### src/rtl/xfer_pkg.sv
package xfer_pkg;

  typedef enum logic [1:0] {
    OP_PUSH = 2'b00,
    OP_POP  = 2'b01,
    OP_STM  = 2'b10,
    OP_LDM  = 2'b11
  } xop_e;

  typedef enum logic {
    ST_IDLE = 1'b0,
    ST_RUN  = 1'b1
  } xst_e;

  localparam int unsigned SP_REG = 13;
  localparam int unsigned LR_REG = 14;
  localparam int unsigned PC_REG = 15;

endpackage

### src/rtl/xfer_pick.sv
module xfer_pick #(
  parameter int LIST_W = 8,
  localparam int IW = $clog2(LIST_W)
) (
  input  logic [LIST_W-1:0] remain,
  input  logic              descend,
  output logic              any,
  output logic [IW-1:0]     idx,
  output logic [LIST_W-1:0] rest
);

  logic [LIST_W-1:0] flip;
  logic [LIST_W-1:0] src;
  logic [LIST_W-1:0] iso;
  logic [LIST_W-1:0] sel;

  // Descending order reuses the lowest-bit isolator on a mirrored list.
  for (genvar g = 0; g < LIST_W; g++) begin : g_mirror
    assign flip[g] = remain[LIST_W-1-g];
    assign sel[g]  = descend ? iso[LIST_W-1-g] : iso[g];
  end

  assign src  = descend ? flip : remain;
  assign iso  = src & (~src + 1'b1);
  assign any  = |remain;
  assign rest = remain & ~sel;

  always_comb begin
    idx = '0;
    for (int i = 0; i < LIST_W; i++) begin
      if (sel[i]) idx = IW'(i);
    end
  end

endmodule

### src/rtl/xfer_addr.sv
module xfer_addr
  import xfer_pkg::*;
#(
  parameter int DATA_W     = 32,
  parameter int WORD_BYTES = 4
) (
  input  xop_e              op,
  input  logic [DATA_W-1:0] cur,
  output logic [DATA_W-1:0] acc,
  output logic [DATA_W-1:0] nxt
);

  localparam int AL = $clog2(WORD_BYTES);
  localparam logic [DATA_W-1:0] STEP = DATA_W'(WORD_BYTES);

  logic [DATA_W-1:0] dec;
  logic [DATA_W-1:0] inc;

  assign dec = cur - STEP;
  assign inc = cur + STEP;

  always_comb begin
    unique case (op)
      OP_PUSH: begin acc = dec; nxt = dec; end
      OP_POP:  begin acc = cur; nxt = inc; end
      default: begin
        acc = {cur[DATA_W-1:AL], {AL{1'b0}}};
        nxt = inc;
      end
    endcase
  end

endmodule

### src/rtl/xfer_wb.sv
module xfer_wb
  import xfer_pkg::*;
#(
  parameter int DATA_W = 32,
  parameter int RIDX_W = 4
) (
  input  logic              clk,
  input  logic              rst_n,
  input  logic              ack,
  input  xop_e              op,
  input  logic              slot_pc,
  input  logic              slot_last,
  input  logic              base_in_list,
  input  logic [RIDX_W-1:0] slot_idx,
  input  logic [RIDX_W-1:0] base_idx,
  input  logic [DATA_W-1:0] rdata,
  input  logic [DATA_W-1:0] nxt,
  output logic              rf_we,
  output logic [RIDX_W-1:0] rf_wr_idx,
  output logic [DATA_W-1:0] rf_wr_data,
  output logic              base_we,
  output logic [DATA_W-1:0] base_val,
  output logic              branch_valid,
  output logic [DATA_W-1:0] branch_target
);

  logic is_load;
  logic final_wb;

  assign is_load    = (op == OP_POP) || (op == OP_LDM);
  assign rf_we      = ack && is_load && !slot_pc;
  assign rf_wr_idx  = slot_idx;
  assign rf_wr_data = rdata;

  assign branch_valid  = ack && slot_pc;
  assign branch_target = {rdata[DATA_W-1:1], 1'b0};

  // Stack transfers always update the pointer; load-multiple only if base not reloaded.
  assign final_wb = (op == OP_PUSH) || (op == OP_POP) || ((op == OP_LDM) && !base_in_list);
  assign base_we  = ack && ((op == OP_STM) || (slot_last && final_wb));
  assign base_val = nxt;

  // a reloaded base is never overwritten by the writeback in the same cycle
  a_r6_no_wb_clash: assert property (@(posedge clk) disable iff (!rst_n)
    rf_we && base_we |-> rf_wr_idx != base_idx);

  // the program-counter slot is always the final access of a command
  a_r4_pc_is_last: assert property (@(posedge clk) disable iff (!rst_n)
    branch_valid |-> slot_last && !rf_we);

endmodule

### src/rtl/xfer_list_seq.sv
module xfer_list_seq
  import xfer_pkg::*;
#(
  parameter int LIST_W     = 8,
  parameter int DATA_W     = 32,
  parameter int RIDX_W     = 4,
  parameter int WORD_BYTES = 4,
  localparam int LW_IDX    = $clog2(LIST_W)
) (
  input  logic              clk,
  input  logic              rst_n,
  input  logic              cmd_valid,
  output logic              cmd_ready,
  input  logic [1:0]        cmd_op,
  input  logic [LIST_W-1:0] cmd_list,
  input  logic              cmd_extra,
  input  logic [LW_IDX-1:0] cmd_base_idx,
  input  logic [DATA_W-1:0] cmd_base_val,
  output logic              mem_req_valid,
  input  logic              mem_req_ready,
  output logic              mem_we,
  output logic [DATA_W-1:0] mem_addr,
  output logic [DATA_W-1:0] mem_wdata,
  input  logic [DATA_W-1:0] mem_rdata,
  output logic [RIDX_W-1:0] rf_rd_idx,
  input  logic [DATA_W-1:0] rf_rd_data,
  output logic              rf_we,
  output logic [RIDX_W-1:0] rf_wr_idx,
  output logic [DATA_W-1:0] rf_wr_data,
  output logic              base_we,
  output logic [RIDX_W-1:0] base_idx,
  output logic [DATA_W-1:0] base_val,
  output logic              branch_valid,
  output logic [DATA_W-1:0] branch_target,
  output logic              done
);

  localparam int AL = $clog2(WORD_BYTES);
  localparam logic [RIDX_W-1:0] SP_I = RIDX_W'(SP_REG);
  localparam logic [RIDX_W-1:0] LR_I = RIDX_W'(LR_REG);
  localparam logic [RIDX_W-1:0] PC_I = RIDX_W'(PC_REG);

  xst_e              st_q;
  xop_e              op_q;
  logic [LIST_W-1:0] remain_q;
  logic              extra_q;
  logic [DATA_W-1:0] cur_q;
  logic [RIDX_W-1:0] bidx_q;
  logic              bil_q;
  logic              done_q;

  // Command decode
  xop_e op_in;
  logic stack_in;
  logic ext_in;
  logic empty_in;
  logic fire;

  assign op_in    = xop_e'(cmd_op);
  assign stack_in = (op_in == OP_PUSH) || (op_in == OP_POP);
  assign ext_in   = cmd_extra && stack_in;
  assign empty_in = (cmd_list == '0) && !ext_in;
  assign fire     = cmd_valid && (st_q == ST_IDLE);

  // Slot selection
  logic              any;
  logic [LW_IDX-1:0] pick_idx;
  logic [LIST_W-1:0] rest;
  logic              slot_lr;
  logic              slot_pc;
  logic              slot_last;
  logic [RIDX_W-1:0] slot_idx;

  xfer_pick #(.LIST_W(LIST_W)) u_pick (
    .remain  (remain_q),
    .descend (op_q == OP_PUSH),
    .any     (any),
    .idx     (pick_idx),
    .rest    (rest)
  );

  assign slot_lr = (op_q == OP_PUSH) && extra_q;
  assign slot_pc = (op_q == OP_POP) && extra_q && !any;

  always_comb begin
    if (slot_lr)      slot_idx = LR_I;
    else if (slot_pc) slot_idx = PC_I;
    else              slot_idx = {{(RIDX_W-LW_IDX){1'b0}}, pick_idx};
  end

  always_comb begin
    if (slot_lr)      slot_last = !any;
    else if (slot_pc) slot_last = 1'b1;
    else              slot_last = (rest == '0) && !((op_q == OP_POP) && extra_q);
  end

  // Addressing
  logic [DATA_W-1:0] acc_addr;
  logic [DATA_W-1:0] nxt_addr;

  xfer_addr #(.DATA_W(DATA_W), .WORD_BYTES(WORD_BYTES)) u_addr (
    .op  (op_q),
    .cur (cur_q),
    .acc (acc_addr),
    .nxt (nxt_addr)
  );

  logic running;
  logic ack;

  assign running       = (st_q == ST_RUN);
  assign ack           = running && mem_req_ready;
  assign cmd_ready     = (st_q == ST_IDLE);
  assign mem_req_valid = running;
  assign mem_we        = (op_q == OP_PUSH) || (op_q == OP_STM);
  assign mem_addr      = acc_addr;
  assign mem_wdata     = rf_rd_data;
  assign rf_rd_idx     = slot_idx;
  assign base_idx      = bidx_q;
  assign done          = done_q;

  xfer_wb #(.DATA_W(DATA_W), .RIDX_W(RIDX_W)) u_wb (
    .clk           (clk),
    .rst_n         (rst_n),
    .ack           (ack),
    .op            (op_q),
    .slot_pc       (slot_pc),
    .slot_last     (slot_last),
    .base_in_list  (bil_q),
    .slot_idx      (slot_idx),
    .base_idx      (bidx_q),
    .rdata         (mem_rdata),
    .nxt           (nxt_addr),
    .rf_we         (rf_we),
    .rf_wr_idx     (rf_wr_idx),
    .rf_wr_data    (rf_wr_data),
    .base_we       (base_we),
    .base_val      (base_val),
    .branch_valid  (branch_valid),
    .branch_target (branch_target)
  );

  // Sequencer state
  always_ff @(posedge clk or negedge rst_n) begin
    if (!rst_n) begin
      st_q     <= ST_IDLE;
      op_q     <= OP_PUSH;
      remain_q <= '0;
      extra_q  <= 1'b0;
      cur_q    <= '0;
      bidx_q   <= '0;
      bil_q    <= 1'b0;
      done_q   <= 1'b0;
    end else begin
      done_q <= 1'b0;
      if (st_q == ST_IDLE) begin
        if (fire) begin
          op_q     <= op_in;
          remain_q <= cmd_list;
          extra_q  <= ext_in;
          cur_q    <= cmd_base_val;
          bidx_q   <= stack_in ? SP_I : {{(RIDX_W-LW_IDX){1'b0}}, cmd_base_idx};
          bil_q    <= (op_in == OP_LDM) && cmd_list[cmd_base_idx];
          if (empty_in) done_q <= 1'b1;
          else          st_q   <= ST_RUN;
        end
      end else if (ack) begin
        cur_q <= nxt_addr;
        if (slot_lr || slot_pc) extra_q  <= 1'b0;
        else                    remain_q <= rest;
        if (slot_last) begin
          st_q   <= ST_IDLE;
          done_q <= 1'b1;
        end
      end
    end
  end

  // the memory port is quiet while idle
  a_r1_idle_no_req: assert property (@(posedge clk) disable iff (!rst_n)
    cmd_ready |-> !mem_req_valid);

  // completion is reported while idle
  a_r1_done_idle: assert property (@(posedge clk) disable iff (!rst_n)
    done |-> cmd_ready);

  // a stalled request keeps its address and direction
  a_r9_hold_req: assert property (@(posedge clk) disable iff (!rst_n)
    mem_req_valid && !mem_req_ready |=> mem_req_valid && $stable(mem_addr) && $stable(mem_we));

  // multiple transfers use word-aligned addresses
  a_r5_aligned: assert property (@(posedge clk) disable iff (!rst_n)
    mem_req_valid && (op_q == OP_STM || op_q == OP_LDM) |-> mem_addr[AL-1:0] == '0);

  // an empty command completes next cycle with no access
  a_r8_empty_cmd: assert property (@(posedge clk) disable iff (!rst_n)
    cmd_valid && cmd_ready && (cmd_list == '0) && !(cmd_extra && !cmd_op[1])
      |=> done && !mem_req_valid);

endmodule

### config.mk
export PLATFORM = sky130hd
export DESIGN_NAME = xfer_list_seq
export DESIGN_NICKNAME = d
export VERILOG_FILES = /design/src/rtl/xfer_pkg.sv /design/src/rtl/xfer_pick.sv /design/src/rtl/xfer_addr.sv /design/src/rtl/xfer_wb.sv /design/src/rtl/xfer_list_seq.sv
export SDC_FILE = /design/constraint.sdc
export NUM_CORES = 1
export LEC_CHECK = 0
export BUFFER_PORTS_ARGS = -buffer_cell sky130_fd_sc_hd__buf_4
export CAP_MARGIN = 5
export CORE_MARGIN = 2
export CORE_UTILIZATION = 40
export DETAILED_ROUTE_END_ITERATION = 16
export GPL_ROUTABILITY_DRIVEN = 0
export MAX_ROUTING_LAYER = met4
export PLACE_DENSITY = 0.79
export SYNTH_ARGS = -nofsm -noshare
export SYNTH_HDL_FRONTEND = slang
export SYNTH_SLANG_ARGS = --single-unit
### constraint.sdc
create_clock -name clk -period 3.1 [get_ports clk]
set_input_delay 0.31 -clock clk [delete_from_list [all_inputs] [get_ports clk]]
set_output_delay 0.31 -clock clk [all_outputs]
set_load 0.05 [all_outputs]
==> results of run 1 <==
==> through the flow <==
stage / power, mW / util [%] / TNS [ns] / instance area, sq um
2_1_floorplan: 5.972 / - / 0 / 5205
3_3_place_gp: 7.106 / 44.18 / 0 / 5598
3_5_place_dp: 7.160 / 44.18 / 0 / 5598
4_1_cts: 7.771 / 45.38 / 0 / 5751
5_1_grt: 8.286 / 46.02 / -0.01808 / 5831
6_report: 7.881 / 46.02 / 0 / 5831
==> timing repair <==
item | in CTS | in global routing
resized for setup | 2 | 11
pin swaps | 0 | 4
setup endpoints to repair | 2 | 9
setup buffers | 0 | 4
==> layer usage <==
| layer | vias up | GRT usage, % |
|---|---|---|
| li1 | 2294 | - |
| met1 | 2305 | 26.33 |
| met2 | 331 | 35.61 |
| met3 | 62 | 5.766 |
| met4 | 0 | 8.961 |
| met5 | - | - |
==> worst paths after layout <==
check,start,end,cells after the start
setup / recovery,cur_q[2],mem_addr[14],10
hold / removal,rst_n,cur_q[10],1
setup reg to reg,cur_q[2],cur_q[8],8
hold reg to reg,base_idx[1],base_idx[1],2
max in group asynchronous,rst_n,cur_q[2],1
min in group clk,cmd_base_val[0],cur_q[0],3
==> cells in the final DEF, fill, tap and decap left out, types with 3 or more instances in the layout <==
cell type / Yosys / final
a211oi_1: 4 / 4
a21o_1: 6 / 6
a21oi_1: 22 / 22
a221o_1: 7 / 7
a221oi_1: 3 / 3
a22o_1: 3 / 3
a22oi_1: 5 / 5
a31oi_1: 6 / 6
a32oi_1: 4 / 4
and2_1: 7 / 7
and3_1: 8 / 8
and4_1: 5 / 5
buf_4: 102 / 157
clkbuf_16: 0 / 5
dfrtp_1: 50 / 49
inv_1: 19 / 18
mux2i_1: 4 / 4
nand2_1: 77 / 76
nand2b_1: 7 / 7
nand3_1: 27 / 27
nand4_1: 13 / 13
nor2_1: 36 / 34
nor3_1: 20 / 17
nor3_2: 1 / 4
nor3b_1: 4 / 4
nor4_1: 14 / 13
nor4_2: 4 / 4
nor4_4: 2 / 3
o211ai_1: 10 / 10
o21a_1: 7 / 7
o21ai_0: 19 / 19
o22a_1: 3 / 3
o22ai_1: 7 / 7
o311ai_1: 3 / 3
or3_1: 7 / 7
xnor2_1: 38 / 38
xor2_1: 17 / 17
==> kinds of logic after synthesis <==
logic type / after synthesis / synth area share [%]
xor+xnor: 55 / 9.264
other cells: 1 / 0.07212
simple gates: 248 / 25.70
mux: 6 / 1.636
buf+inv: 172 / 20.33
fa+ha+maj: 3 / 0.6737
flops: 50 / 24.06
compound gates: 133 / 18.26
==> report_power, final <==
group          internal, mW  total, mW  switching (mW)
clock network         0.322      0.592           0.270
registers             0.944       1.56           0.613
logic                  1.83       5.73            3.90
==> worst max-delay path, stage by stage, from the launching register on <==
cell     delay (ns)
dfrtp_2        0.44
inv_2          0.10
ha_1           0.18
or4b_4         0.51
buf_4          0.20
nor2_4         0.13
buf_6          0.13
nand2_2        0.08
nor3_2         0.24
xor2_1         0.20
buf_4          0.23
==> area by class of cell <==
cell class                      count  area [sq um]
Fill cell                        1233          6840
Clock buffer                        7         142.6
Timing Repair Buffer              158          1190
Tap cell                          172         215.2
Multi-Input combinational cell    446          2954
Sequential cell                    50          1252
Clock inverter                      1         5.005
Inverter                           19         71.32
==> flip-flops by register name, summed over array words and instances (netlist names) <==
| register | flops |
|---|---|
| remain_q | 8 |
| extra_q | 1 |
| done | 1 |
| cur_q | 32 |
| mem_req_valid | 1 |
| base_idx | 4 |
| op_q | 2 |
| bil_q | 1 |
==> results_dict.tcl, run 1 <==
set metrics [dict create \
    grt_first_pass_wirelength_um 24560 \
    dieArea_sq_um 13930 \
    hold_fix_buffer_count_after_cts 0 \
    met3RoutedLength_um 1558 \
    gr-usage-all-layers_pct 22.11 \
    dp_slack_ns 0.2801 \
    nNetsFinal 796 \
    fin_worst_hold_slack_ns 0.06045 \
    post_synth_inst_count 668 \
    synth_top_cells_by_count "buf_4, nand2_1, dfrtp_1" \
    die-height_um 118.0 \
    area_growth_pct 12.13 \
    ys_types 75 \
    grt.overflow.total 0 \
    tightestPinTransition_ns 0.7064 \
    power_leakage_nw 2.505 \
    maxSlewHeadroom_pct 52.48 \
    power_density_nw_per_um2 1352 \
    routedLengthMet1_um 6185 \
    number_of_global_route_vias_before_repair 4863 \
    drt-total-wl_um 15640 \
    dp_hpwl_um 11480 \
    start_util_pct 41.04 \
    cts_tree "yes" \
    period_needed_ns 3.031 \
    synth-edff-count 0 \
    worstPathMaxFanout 7 \
    synthDominantAreaCellType "dfrtp_1" \
    run_status "completed" \
    synth_most_common_cell "buf_4" \
    skew_ns 0.009538 \
    coreArea_sq_um 12670 \
    ios 293 \
    die_x_um 118.0 \
    async_set_or_reset_register_ratio_after_synthesis_pct 100.0 \
    clk_root_buffer_cell "clkbuf_16" \
    topRoutingLayerUsed "met4" \
    first_pass_iters 5 \
    timing.final.setup_violations 0 \
    criticalPathCategory "reg2out" \
    drt_iter0_markers 428 \
    instances_no_fill 853 \
    drc 0 \
    post-synth-top-area-fraction_pct 24.06 \
    cts-buffers-inserted 5 \
    netlist_area_sq_um 5200 \
    ant_nets 0 \
    grt_start_max_net_pins 51 \
    synth_area_leaders "dfrtp_1, buf_4, xnor2_1" \
    final.period_utilization_pct 97.76 \
    syn_nets 784 \
    clkSlewWorstSetupHoldPaths_ns 0.08 \
    crit_path_end_kind "primary output" \
    synth_warn 0 \
    placed_cell_count 841 \
    placement_rows 41 \
    startpoint_type "flip-flop" \
    synth-seq-cells 50 \
    clock_latency_ns 0.30 \
    timing.max_cap.violations 0 \
    drive_gt1_share_pct 28.63 \
    cts-htree-levels 2 \
    routed_wire_length_per_instance_um 18.34 \
    final_max_slew_viol_count 0 \
    finalHoldViolations 0 \
    worst_ep_required_time_ns 2.79 \
    grt_antenna_before_repair 0 \
    synth_top_flop_cell "dfrtp_1" \
    routed-via-count 4992 \
    hp-class "in2async" \
    insertedDiodeCount 0 \
    port_buffers 132 \
    ctsLongestPathBuffers 2 \
    viasPerCell 5.852 \
    arrival_time_reported_for_the_critical_path_endpoint_ns 2.72 \
    max_freq_mhz 330.0 \
    worst_ir_drop_vdd_mv 1.234 \
    detailroute.wirelength.met2_um 7372 \
    ys_seq_area_share_pct 24.06 \
    final_critical_path_setup_slack_ns 0.06947 \
    regToRegSetupSlack_ns 0.67 \
    clock_sink_count 50 \
    synthesized_area_per_cell_sq_um 7.784 \
]
Note: power is estimated with default switching activity, not from simulation.
==> run 2: changes to the inputs <==
CORE_MARGIN = default   (was 2)
==> run 2 against run 1 <==
  * Setup slack better by 0.046 ns
  * Cell area is 0.43% lower
  * Sequential cell count is the same
  * Highest routed layer unchanged
==> results_dict.tcl, run 2 (synthesis gave the netlist of run 1 again) <==
set metrics [dict create \
    hp-class "in2async" \
    start_util_pct 41.04 \
    period_needed_ns 2.984 \
    coreArea_sq_um 12670 \
    most-common-layout-cells "buf_4, nand2_1, dfrtp_1" \
    worst_ep_required_time_ns 2.79 \
    gr-usage-all-layers_pct 23.89 \
    crit_slowest_cell "or4b_4" \
    finalHoldViolations 0 \
    grt_start_max_net_pins 51 \
    skew_ns 0.008208 \
    placement_rows 41 \
    grt_first_pass_wirelength_um 23870 \
    grt_use_met2_pct 39.56 \
    crit_path_end_kind "primary output" \
    number_of_global_route_vias_before_repair 4652 \
    drt_iter0_markers 317 \
    dp_hpwl_um 11300 \
    nNetsFinal 792 \
    worstPathCellList "inv_2 -> ha_1 -> or4b_4 -> buf_4 -> or3_1 -> o31ai_2 -> xor2_1 -> buf_4" \
    grt_antenna_before_repair 0 \
    die_x_um 116.0 \
    grt.overflow.total 0 \
    cts-buffers-inserted 5 \
    largest_reg_flops 32 \
    critical_path.top_delay_family "simple AND/OR/NAND/NOR gates" \
    drive_gt1_share_pct 28.06 \
    timing.max_cap.violations 0 \
    totalNegativeSetupSlack_ns 0 \
    worst-path-buf-inv 3 \
    dieArea_sq_um 13460 \
    final.period_utilization_pct 96.27 \
    cts_post_setup_buffers_inserted 0 \
    ios 293 \
    insertedDiodeCount 0 \
    area_growth_pct 11.65 \
    run_status "completed" \
    startpoint_type "flip-flop" \
    regToRegStartpoint "cur_q[5]" \
    drt-total-wl_um 15200 \
    criticalPathCategory "reg2out" \
    cts-htree-levels 2 \
    multi_input_area_sq_um 2940 \
    ctsLongestPathBuffers 2 \
    maxSlewHeadroom_pct 51.50 \
    tightestPinTransition_ns 0.7248 \
    clk_root_buffer_cell "clkbuf_16" \
    die-height_um 116.0 \
    grt.met3_usage_pct 5.178 \
    top_register "cur_q" \
    grt-busiest-layer "met2" \
    first_pass_iters 5 \
    regToRegSetupSlack_ns 0.68 \
    layout_commonest_cell "buf_4" \
    arrival_time_reported_for_the_critical_path_endpoint_ns 2.67 \
    drc 0 \
    routed-via-count 4894 \
    p_total_mw 7.853 \
    grt_util_met1_pct 28.13 \
    worstPathMaxFanout 6 \
    power_leakage_nw 2.487 \
    ff_latch_area_sq_um 1252 \
    clock_sink_count 50 \
    cts_tree "yes" \
    power_density_nw_per_um2 1353 \
    timing.final.setup_violations 0 \
    critical_path.most_common_cell "buf_4" \
    max_freq_mhz 335.1 \
    clock_latency_ns 0.31 \
    routed_wire_length_per_instance_um 17.90 \
    ant_nets 0 \
    worst_ir_drop_vdd_mv 1.426 \
    port_buffers 132 \
    layout.filler_cells 1268 \
    viasPerCell 5.764 \
    critical_path.reg2reg.endpoint "cur_q[15]" \
    unrepaired_setup_endpoints_after_global_routing "false" \
    r2r_cells 6 \
    final_max_slew_viol_count 0 \
    fin_worst_hold_slack_ns 0.06973 \
    clkSlewWorstSetupHoldPaths_ns 0.07 \
    slowest_delay_ns 0.55 \
]
==> run 2: power breakdown <==
| group | switching (mW) | internal, mW |
|---|---|---|
| logic | 3.86 | 1.79 |
| clock network | 0.280 | 0.382 |
| registers | 0.588 | 0.944 |
==> run 2: worst max path at each step <==
stage | from | endpoint | slack [ns] | depth (start not counted)
after floorplan | cur_q[2] | base_val[30] | 0.01 | 8
after global placement | cur_q[2] | base_val[30] | 0.26 | 8
after detailed placement | cur_q[2] | base_val[30] | 0.14 | 8
after CTS | cur_q[2] | base_val[8] | 0.02 | 8
after global routing | cur_q[2] | base_val[24] | 0.002 | 8
final | cur_q[2] | base_val[8] | 0.12 | 8
==> run 2: final cells by class <==
cell class | instances | share of cell area (%)
multi-input combinational | 446 | 50.65
sequential | 50 | 21.57
timing repair buffer | 154 | 19.91
tap | 172 | 3.707
clock buffer | 5 | 2.155
inverter | 19 | 1.228
clock inverter | 3 | 0.7759
==> run 2: timing repair <==
item                       4_1_cts  5_1_grt
setup endpoints to repair       10       10
hold endpoints to repair         0        0
hold buffers                     0        0
gates resized for setup          2        7
pin swaps                        1        2
==> run 2: routing by layer <==
layer  part of all wire (%)  up-vias
met5                      0        -
met4                    2.3        0
met3                    9.5       43
met2                     49      268
met1                     40     2303
li1                       -     2280
==> run 2: through the flow <==
step | area [sq um] | cells | utilization (%) | setup WS [ns]
after floorplan | 5205 | 668 | - | 0.01336
after global placement | 5598 | 841 | 44.18 | 0.2573
after detailed placement | 5598 | 841 | 44.18 | 0.1386
after CTS | 5781 | 849 | 45.62 | 0.01894
after global routing | 5806 | 849 | 45.82 | 0.002357
final | 5806 | 849 | 45.82 | 0.1157
